<file path="config.mk">
export PLATFORM = sky130hd
export DESIGN_NAME = spi_regif
export DESIGN_NICKNAME = d
export VERILOG_FILES = /design/src/rtl/spi_regif_pkg.sv /design/src/rtl/spi_regif_sync.sv /design/src/rtl/spi_regif_frame.sv /design/src/rtl/spi_regif_regs.sv /design/src/rtl/spi_regif.sv
export SDC_FILE = /design/constraint.sdc
export NUM_CORES = 1
export LEC_CHECK = 0
export BUFFER_PORTS_ARGS = -buffer_cell sky130_fd_sc_hd__buf_2
export CORE_UTILIZATION = 35
export DETAILED_ROUTE_END_ITERATION = 6
export GPL_TIMING_DRIVEN = 0
export PLACE_DENSITY_LB_ADDON = 0.08
export SYNTH_ARGS = -nofsm -noshare
export SYNTH_HDL_FRONTEND = slang
export SYNTH_SLANG_ARGS = --single-unit
</file>
<file path="constraint.sdc">
create_clock -name clk -period 2.53 [get_ports clk]
set_input_delay 0 -clock clk [delete_from_list [all_inputs] [get_ports clk]]
set_output_delay 0 -clock clk [all_outputs]
set_load 0.1 [all_outputs]
</file>
<file path="src/rtl/spi_regif_pkg.sv">
// Shared constants and helpers for the SPI register slave.
// Assumes 16-bit frames whose top two bits are parity and a flag.
package spi_regif_pkg;
    localparam int WORD_W = 16;
    localparam int DATA_W = WORD_W - 2;
    localparam int ERR_W  = 3;

    localparam logic [DATA_W-1:0] A_NOP  = 14'h0000;
    localparam logic [DATA_W-1:0] A_ERR  = 14'h0001;
    localparam logic [DATA_W-1:0] A_CFG0 = 14'h0018;
    localparam logic [DATA_W-1:0] A_CFG1 = 14'h0019;
    localparam logic [DATA_W-1:0] A_DIAG = 14'h3FFC;
    localparam logic [DATA_W-1:0] A_RAW  = 14'h3FFE;
    localparam logic [DATA_W-1:0] A_COMP = 14'h3FFF;

    // Error flag bit positions, as seen by the host
    localparam int E_FRAME = 0;
    localparam int E_ADDR  = 1;
    localparam int E_PAR   = 2;

    // Builds a reply word with even parity in the top bit
    function automatic logic [WORD_W-1:0] mk_word(input logic flag,
                                                  input logic [DATA_W-1:0] d);
        return {^{flag, d}, flag, d};
    endfunction
endpackage

</file>
<file path="src/rtl/spi_regif_sync.sv">
// Multi-stage synchroniser for a bundle of asynchronous pins.
// Assumes each bit is independent; RST_VAL gives each bit its idle level.
module spi_regif_sync #(
    parameter int          STAGES  = 2,
    parameter int          W       = 3,
    parameter logic [W-1:0] RST_VAL = '0
) (
    input  logic         clk,
    input  logic         rst_n,
    input  logic [W-1:0] d_i,
    output logic [W-1:0] q_o
);
    logic [STAGES-1:0][W-1:0] chain;

    // Shift every pin one stage deeper each clock
    always_ff @(posedge clk) begin
        if (!rst_n) begin
            chain <= {STAGES{RST_VAL}};
        end else begin
            chain[0] <= d_i;
            for (int s = 1; s < STAGES; s++) chain[s] <= chain[s-1];
        end
    end

    assign q_o = chain[STAGES-1];
endmodule

</file>
<file path="src/rtl/spi_regif_frame.sv">
// Serial framing: detects edges on the synchronised pins, shifts MOSI in on
// falling SCLK, shifts the reply out, and flags frame end and framing state.
// Assumes SCLK is low when CSn falls and the system clock is >= 4x SCLK.
module spi_regif_frame
    import spi_regif_pkg::*;
(
    input  logic              clk,
    input  logic              rst_n,
    input  logic              csn_s,
    input  logic              sclk_s,
    input  logic              mosi_s,
    input  logic [WORD_W-1:0] reply_i,
    output logic              miso_o,
    output logic              frame_end_o,
    output logic              frame_ok_o,
    output logic [WORD_W-1:0] rx_word_o
);
    localparam int CNT_W = $clog2(WORD_W);

    logic              csn_q, sclk_q;
    logic              cs_start, cs_stop, sclk_fall;
    logic [WORD_W-1:0] rx_shift, tx_shift;
    logic [CNT_W-1:0]  bit_cnt;
    logic              got_word;

    assign cs_start  = csn_q & ~csn_s;
    assign cs_stop   = ~csn_q & csn_s;
    assign sclk_fall = sclk_q & ~sclk_s & ~csn_s;

    // Keep previous pin levels for edge detection
    always_ff @(posedge clk) begin
        if (!rst_n) begin
            csn_q  <= 1'b1;
            sclk_q <= 1'b0;
        end else begin
            csn_q  <= csn_s;
            sclk_q <= sclk_s;
        end
    end

    // Load the reply at frame start, then shift both directions per bit
    always_ff @(posedge clk) begin
        if (!rst_n) begin
            rx_shift  <= '0;
            tx_shift  <= '0;
            bit_cnt   <= '0;
            got_word  <= 1'b0;
            rx_word_o <= '0;
        end else if (cs_start) begin
            tx_shift <= reply_i;
            bit_cnt  <= '0;
            got_word <= 1'b0;
        end else if (sclk_fall) begin
            rx_shift <= {rx_shift[WORD_W-2:0], mosi_s};
            tx_shift <= {tx_shift[WORD_W-2:0], 1'b0};
            bit_cnt  <= bit_cnt + 1'b1;
            if (bit_cnt == CNT_W'(WORD_W - 1)) begin
                got_word  <= 1'b1;
                rx_word_o <= {rx_shift[WORD_W-2:0], mosi_s};
            end
        end
    end

    assign frame_end_o = cs_stop;
    assign frame_ok_o  = got_word && (bit_cnt == '0);
    assign miso_o      = ~csn_s & tx_shift[WORD_W-1];
endmodule

</file>
<file path="src/rtl/spi_regif_regs.sv">
// Command execution and register map: decodes the received word at frame
// end, handles the two-frame write, keeps sticky error flags and the reply.
// Assumes frame_end_i is a one-cycle pulse.
module spi_regif_regs
    import spi_regif_pkg::*;
(
    input  logic              clk,
    input  logic              rst_n,
    input  logic              frame_end_i,
    input  logic              frame_ok_i,
    input  logic [WORD_W-1:0] rx_word_i,
    input  logic [DATA_W-1:0] angle_raw_i,
    input  logic [DATA_W-1:0] angle_comp_i,
    input  logic [DATA_W-1:0] diag_i,
    output logic [WORD_W-1:0] reply_o,
    output logic [DATA_W-1:0] cfg0_o,
    output logic [DATA_W-1:0] cfg1_o,
    output logic [ERR_W-1:0]  err_flags_o,
    output logic              err_clr_o
);
    logic              par_ok, is_read, rd_valid, wr_ok;
    logic [DATA_W-1:0] addr, rd_data;
    logic              pend, pend_nxt;
    logic [DATA_W-1:0] pend_addr;
    logic [ERR_W-1:0]  err_set;
    logic              wr0, wr1;
    logic [WORD_W-1:0] reply_nxt;

    assign par_ok  = ~^rx_word_i;
    assign is_read = rx_word_i[WORD_W-2];
    assign addr    = rx_word_i[DATA_W-1:0];
    assign wr_ok   = (addr == A_CFG0) || (addr == A_CFG1);

    // Read multiplexer over the register map
    always_comb begin
        rd_valid = 1'b1;
        rd_data  = '0;
        case (addr)
            A_NOP:   rd_data = '0;
            A_ERR:   rd_data = DATA_W'(err_flags_o);
            A_CFG0:  rd_data = cfg0_o;
            A_CFG1:  rd_data = cfg1_o;
            A_DIAG:  rd_data = diag_i;
            A_RAW:   rd_data = angle_raw_i;
            A_COMP:  rd_data = angle_comp_i;
            default: rd_valid = 1'b0;
        endcase
    end

    // Decide the effect of the frame that just ended
    always_comb begin
        err_set   = '0;
        err_clr_o = 1'b0;
        wr0       = 1'b0;
        wr1       = 1'b0;
        pend_nxt  = pend;
        reply_nxt = reply_o;
        if (frame_end_i) begin
            pend_nxt  = 1'b0;
            reply_nxt = mk_word(1'b1, '0);
            if (!frame_ok_i) begin
                err_set[E_FRAME] = 1'b1;
            end else if (!par_ok) begin
                err_set[E_PAR] = 1'b1;
            end else if (pend) begin
                wr0       = (pend_addr == A_CFG0);
                wr1       = (pend_addr == A_CFG1);
                reply_nxt = mk_word(1'b0, addr);
            end else if (is_read) begin
                if (rd_valid) begin
                    reply_nxt = mk_word(1'b0, rd_data);
                    err_clr_o = (addr == A_ERR);
                end else begin
                    err_set[E_ADDR] = 1'b1;
                end
            end else if (wr_ok) begin
                pend_nxt  = 1'b1;
                reply_nxt = mk_word(1'b0, rd_data);
            end else begin
                err_set[E_ADDR] = 1'b1;
            end
        end
    end

    // Commit state: errors, pending write, configuration and reply
    always_ff @(posedge clk) begin
        if (!rst_n) begin
            err_flags_o <= '0;
            pend        <= 1'b0;
            pend_addr   <= '0;
            cfg0_o      <= '0;
            cfg1_o      <= '0;
            reply_o     <= '0;
        end else begin
            err_flags_o <= (err_clr_o ? '0 : err_flags_o) | err_set;
            pend        <= pend_nxt;
            reply_o     <= reply_nxt;
            if (frame_end_i && !pend) pend_addr <= addr;
            if (wr0) cfg0_o <= addr;
            if (wr1) cfg1_o <= addr;
        end
    end
endmodule

</file>
<file path="src/rtl/spi_regif.sv">
// Top level of the SPI register slave: synchronises the pins, frames the
// serial words and executes commands against the register map.
// Assumes the system clock runs at least four times the SCLK rate.
module spi_regif
    import spi_regif_pkg::*;
#(
    parameter int SYNC_STAGES = 2
) (
    input  logic              clk,
    input  logic              rst_n,
    input  logic              spi_csn_i,
    input  logic              spi_sclk_i,
    input  logic              spi_mosi_i,
    output logic              spi_miso_o,
    input  logic [DATA_W-1:0] angle_raw_i,
    input  logic [DATA_W-1:0] angle_comp_i,
    input  logic [DATA_W-1:0] diag_i,
    output logic [DATA_W-1:0] cfg0_o,
    output logic [DATA_W-1:0] cfg1_o
);
    logic [2:0]        pins_s;
    logic              frame_end, frame_ok;
    logic [WORD_W-1:0] rx_word, reply;
    logic [ERR_W-1:0]  err_flags;
    logic              err_clr;

    spi_regif_sync #(.STAGES(SYNC_STAGES), .W(3), .RST_VAL(3'b001)) u_sync (
        .clk   (clk),
        .rst_n (rst_n),
        .d_i   ({spi_mosi_i, spi_sclk_i, spi_csn_i}),
        .q_o   (pins_s)
    );

    spi_regif_frame u_frame (
        .clk         (clk),
        .rst_n       (rst_n),
        .csn_s       (pins_s[0]),
        .sclk_s      (pins_s[1]),
        .mosi_s      (pins_s[2]),
        .reply_i     (reply),
        .miso_o      (spi_miso_o),
        .frame_end_o (frame_end),
        .frame_ok_o  (frame_ok),
        .rx_word_o   (rx_word)
    );

    spi_regif_regs u_regs (
        .clk          (clk),
        .rst_n        (rst_n),
        .frame_end_i  (frame_end),
        .frame_ok_i   (frame_ok),
        .rx_word_i    (rx_word),
        .angle_raw_i  (angle_raw_i),
        .angle_comp_i (angle_comp_i),
        .diag_i       (diag_i),
        .reply_o      (reply),
        .cfg0_o       (cfg0_o),
        .cfg1_o       (cfg1_o),
        .err_flags_o  (err_flags),
        .err_clr_o    (err_clr)
    );
endmodule

</file>
==> flow_summary.toml <==
[outcome]
status = "finished with violations"
violations = "negative setup slack"

[global_route]
grt_first_pass_wirelength_microns = 27500
grt_pass1_vias = 4903
grt_start_max_net_pins = 17
antenna_found_initial = 0
grt_util_all_layers_pct = 22.0
grt_overflow = 0

[cts]
clock_path_buffers = 2
cts-root-buf = "clkbuf_16"
ctsHtreeMaxLevel = 4
clk_pin_slew_worst_paths_ps = 50
cts_tree = "yes"
clkSinkCount = 122
clk_latency_ps = 420
cts_buffers = 17

[finish]
fin_util_pct = 48.9
syn2layout_area_growth_pct = 35.0
final_layout_size_suffix_gt1_share_pct = 29.8
n_fill_cell = 1510
stdcell_area_sq_um = 7860
layout_commonest_cell = "dfxtp_1"
final_cell_mix = "dfxtp_1, nor2b_1, buf_2"
nNetsFinal = 822
diodes = 0

[synth]
synthArstFlopShare_pct = 0
syn_inst = 616
muxShareOfSynthArea_pct = 7.57
synth_edf_count = 0
syn-cell-area_sq_um = 5820
synth_xor_xnor_area_share_pct = 4.06
yosys_warnings = 0
yosys.area_share.simple_pct = 20.0
synth_compound_area_share_pct = 17.3
syn_nets = 683
synth_area_per_cell_sq_um = 9.45
yosys.area_share.adder_pct = 4.30
ys_seq_area_share_pct = 42.0
ys_ff_latch = 122
synth_top_family_by_area = "simple AND/OR/NAND/NOR gates"
synth_flop_cell = "dfxtp_1"
synth_cell_types = 49

[pwr]
switchingPower_w = 0.000972
ir_worst_vdd_v = 0.000476
intPower_w = 0.00337
switching_share_pct = 22.4
power_density_nw_per_um2 = 553
p_leak_nw = 2.79
clkPwrFrac_pct = 52.9
pwr-share-seq_pct = 44.2
pwr-share-comb_pct = 3.0

[sta]
slew_viol_final = 0
hold_ws_ps = 209
setup_viol = 3
clock.fmax_ghz = 0.391
tightest_slew_ps = 618
setup_slack_ps = -30.2
finalSetupTns_ps = -50.7
min_period_ps = 2560
post-route-period-util_pct = 101
worst_clock_skew_ps = 12.6
grt_setup_unrepaired = "true"
relSlewSlack_pct = 58.6
hold_violations = 0

[worst_setup_path]
worstPathArrival_ps = 2910
endpoint_kind = "flip-flop"
crit_end = "u_regs.reply_o[15]"
r2r-end = "u_regs.reply_o[15]"
worst-setup-path-type = "reg -> reg"
cp-startpoint = "u_frame.rx_word_o[4]"
cp.required_ps = 2880
worstPathMaxFanout = 5
reg2reg_from = "u_frame.rx_word_o[4]"
r2r_setup_slack_ps = -30
cp-start-kind = "flip-flop"
r2r_cells = 11

[hold_path]
hp-class = "in -> reg"
min_path_cells = 3

[routing]
drtIter0Drc = 393
routed_wl_microns = 18300
wire_per_inst_microns = 18.6
drtPass1Iterations = 7
route.vias.total = 5110
viasPerCell = 5.19
route.detailed.drc = 0
final_antenna_net_count = 0

[placement]
portBuffers = 74
place_area_sq_um = 6470
dp_hpwl_microns = 12200
gp_congestion = 0.815

[floorplanning]
start_util_pct = 36.2
pin_count = 76
dieHeight_microns = 131
core_sq_um = 16100
die_w_microns = 131
row_count = 46
design.die.area_sq_um = 17100

[run]
max_cap_viol_count = 0
## final cells by class
| class | count | area [sq um] | area share (%) |
|---|---|---|---|
| clock inverter | 11 | 96.3 | 1.23 |
| buffer | 38 | 230 | 2.93 |
| multi-input combinational | 437 | 3420 | 43.5 |
| inverter | 17 | 73.8 | 0.940 |
| sequential | 122 | 2490 | 31.8 |
| clock buffer | 21 | 460 | 5.86 |
| tap | 216 | 270 | 3.44 |
| timing repair buffer | 122 | 811 | 10.3 |
## worst min path at each step
stage | start | to | slack, ps
global route | rst_n | u_frame.bit_cnt[0] | 270
floorplan | spi_csn_i | u_sync.chain[0] | 100
detailed placement | spi_csn_i | u_sync.chain[0] | 190
CTS | rst_n | u_frame.got_word | 210
finish | rst_n | u_frame.got_word | 210
global placement | spi_csn_i | u_sync.chain[0] | 190
## per-layer routing
layer / global-route usage (%) / share of wire (%) / up-vias
li1: - / - / 2460
met1: 27.8 / 44 / 2452
met2: 37.1 / 48 / 170
met3: 4.23 / 5.5 / 28
met4: 8.52 / 2.3 / 0
met5: 0 / 0 / -
## stage by stage
step	std cells	total power [W]	worst slack, ps
CTS	971	0.00439	-11.1
global route	984	0.00449	-129
floorplan	616	0.00204	3.43
detailed placement	906	0.00210	-584
finish	984	0.00435	-30.2
global placement	906	0.00210	-525
## cells in the mapped netlist, types with 2 or more instances
cell,n,area (sq um)
a21boi_0,29,218
a21oi_1,6,30.0
a221o_1,5,50.1
a221oi_1,5,43.8
a222oi_1,22,220
a22o_1,15,131
a22oi_1,24,180
a32o_1,2,20.0
and2_1,8,50.1
and2_4,2,17.5
buf_2,2,10.0
buf_4,2,15.0
buf_6,3,33.8
clkbuf_1,31,116
dfxtp_1,122,2440
ha_1,20,250
inv_1,17,63.8
mux2i_1,44,440
nand2_1,72,270
nand2b_1,7,43.8
nand3_1,3,15.0
nand4_1,3,18.8
nor2_1,30,113
nor2b_1,81,507
nor3_1,6,30.0
o21ai_0,11,55.1
o22a_1,2,17.5
or2_2,2,12.5
xnor2_1,14,123
xnor3_1,2,45.0
xor2_1,6,52.6
## flip-flops by register name (all words and copies together) (netlist names), 4 cells and up
name and count:
u_regs.reply_o 16, u_frame.tx_shift 16, u_regs.pend_addr 14, u_regs.cfg1_o 14
u_frame.rx_word_o 16, u_frame.rx_shift 15, u_regs.cfg0_o 14, u_frame.bit_cnt 4
## worst max-delay path, stage by stage, from the launching register on
cell and delay, ps:
dfxtp_4 350, buf_6 140, ha_4 150, nand4_1 160, buf_6 150, nor2_4 60
a22o_1 200, a221o_1 390, xor2_1 170, xnor2_1 170, xnor3_1 430, a21oi_1 130
## power by group through the flow
stage | sequential [W] | combinational, W | clock, W
floorplan | 0.00197 | 0.0000632 | 0
global route | 0.00192 | 0.000140 | 0.00243
global placement | 0.00198 | 0.000123 | 0
CTS | 0.00192 | 0.000129 | 0.00234
finish | 0.00192 | 0.000129 | 0.00230
detailed placement | 0.00198 | 0.000125 | 0
## kinds of logic after synthesis
kind of cell    after synthesis
flops                       122
fa+ha+maj                    20
compound gates              126
mux                          44
xor+xnor                     23
simple gates                223
buf+inv                      58
## what timing repair did
action                                  CTS  global route
hold buffers                              3             0
gates resized for setup                  69            44
cloned                                    1             2
pin swaps                                24            22
endpoints found under the setup margin   57            38
buffers inserted                         31            14
endpoints found under the hold margin     3             0
(Power assumes the default switching activity.)
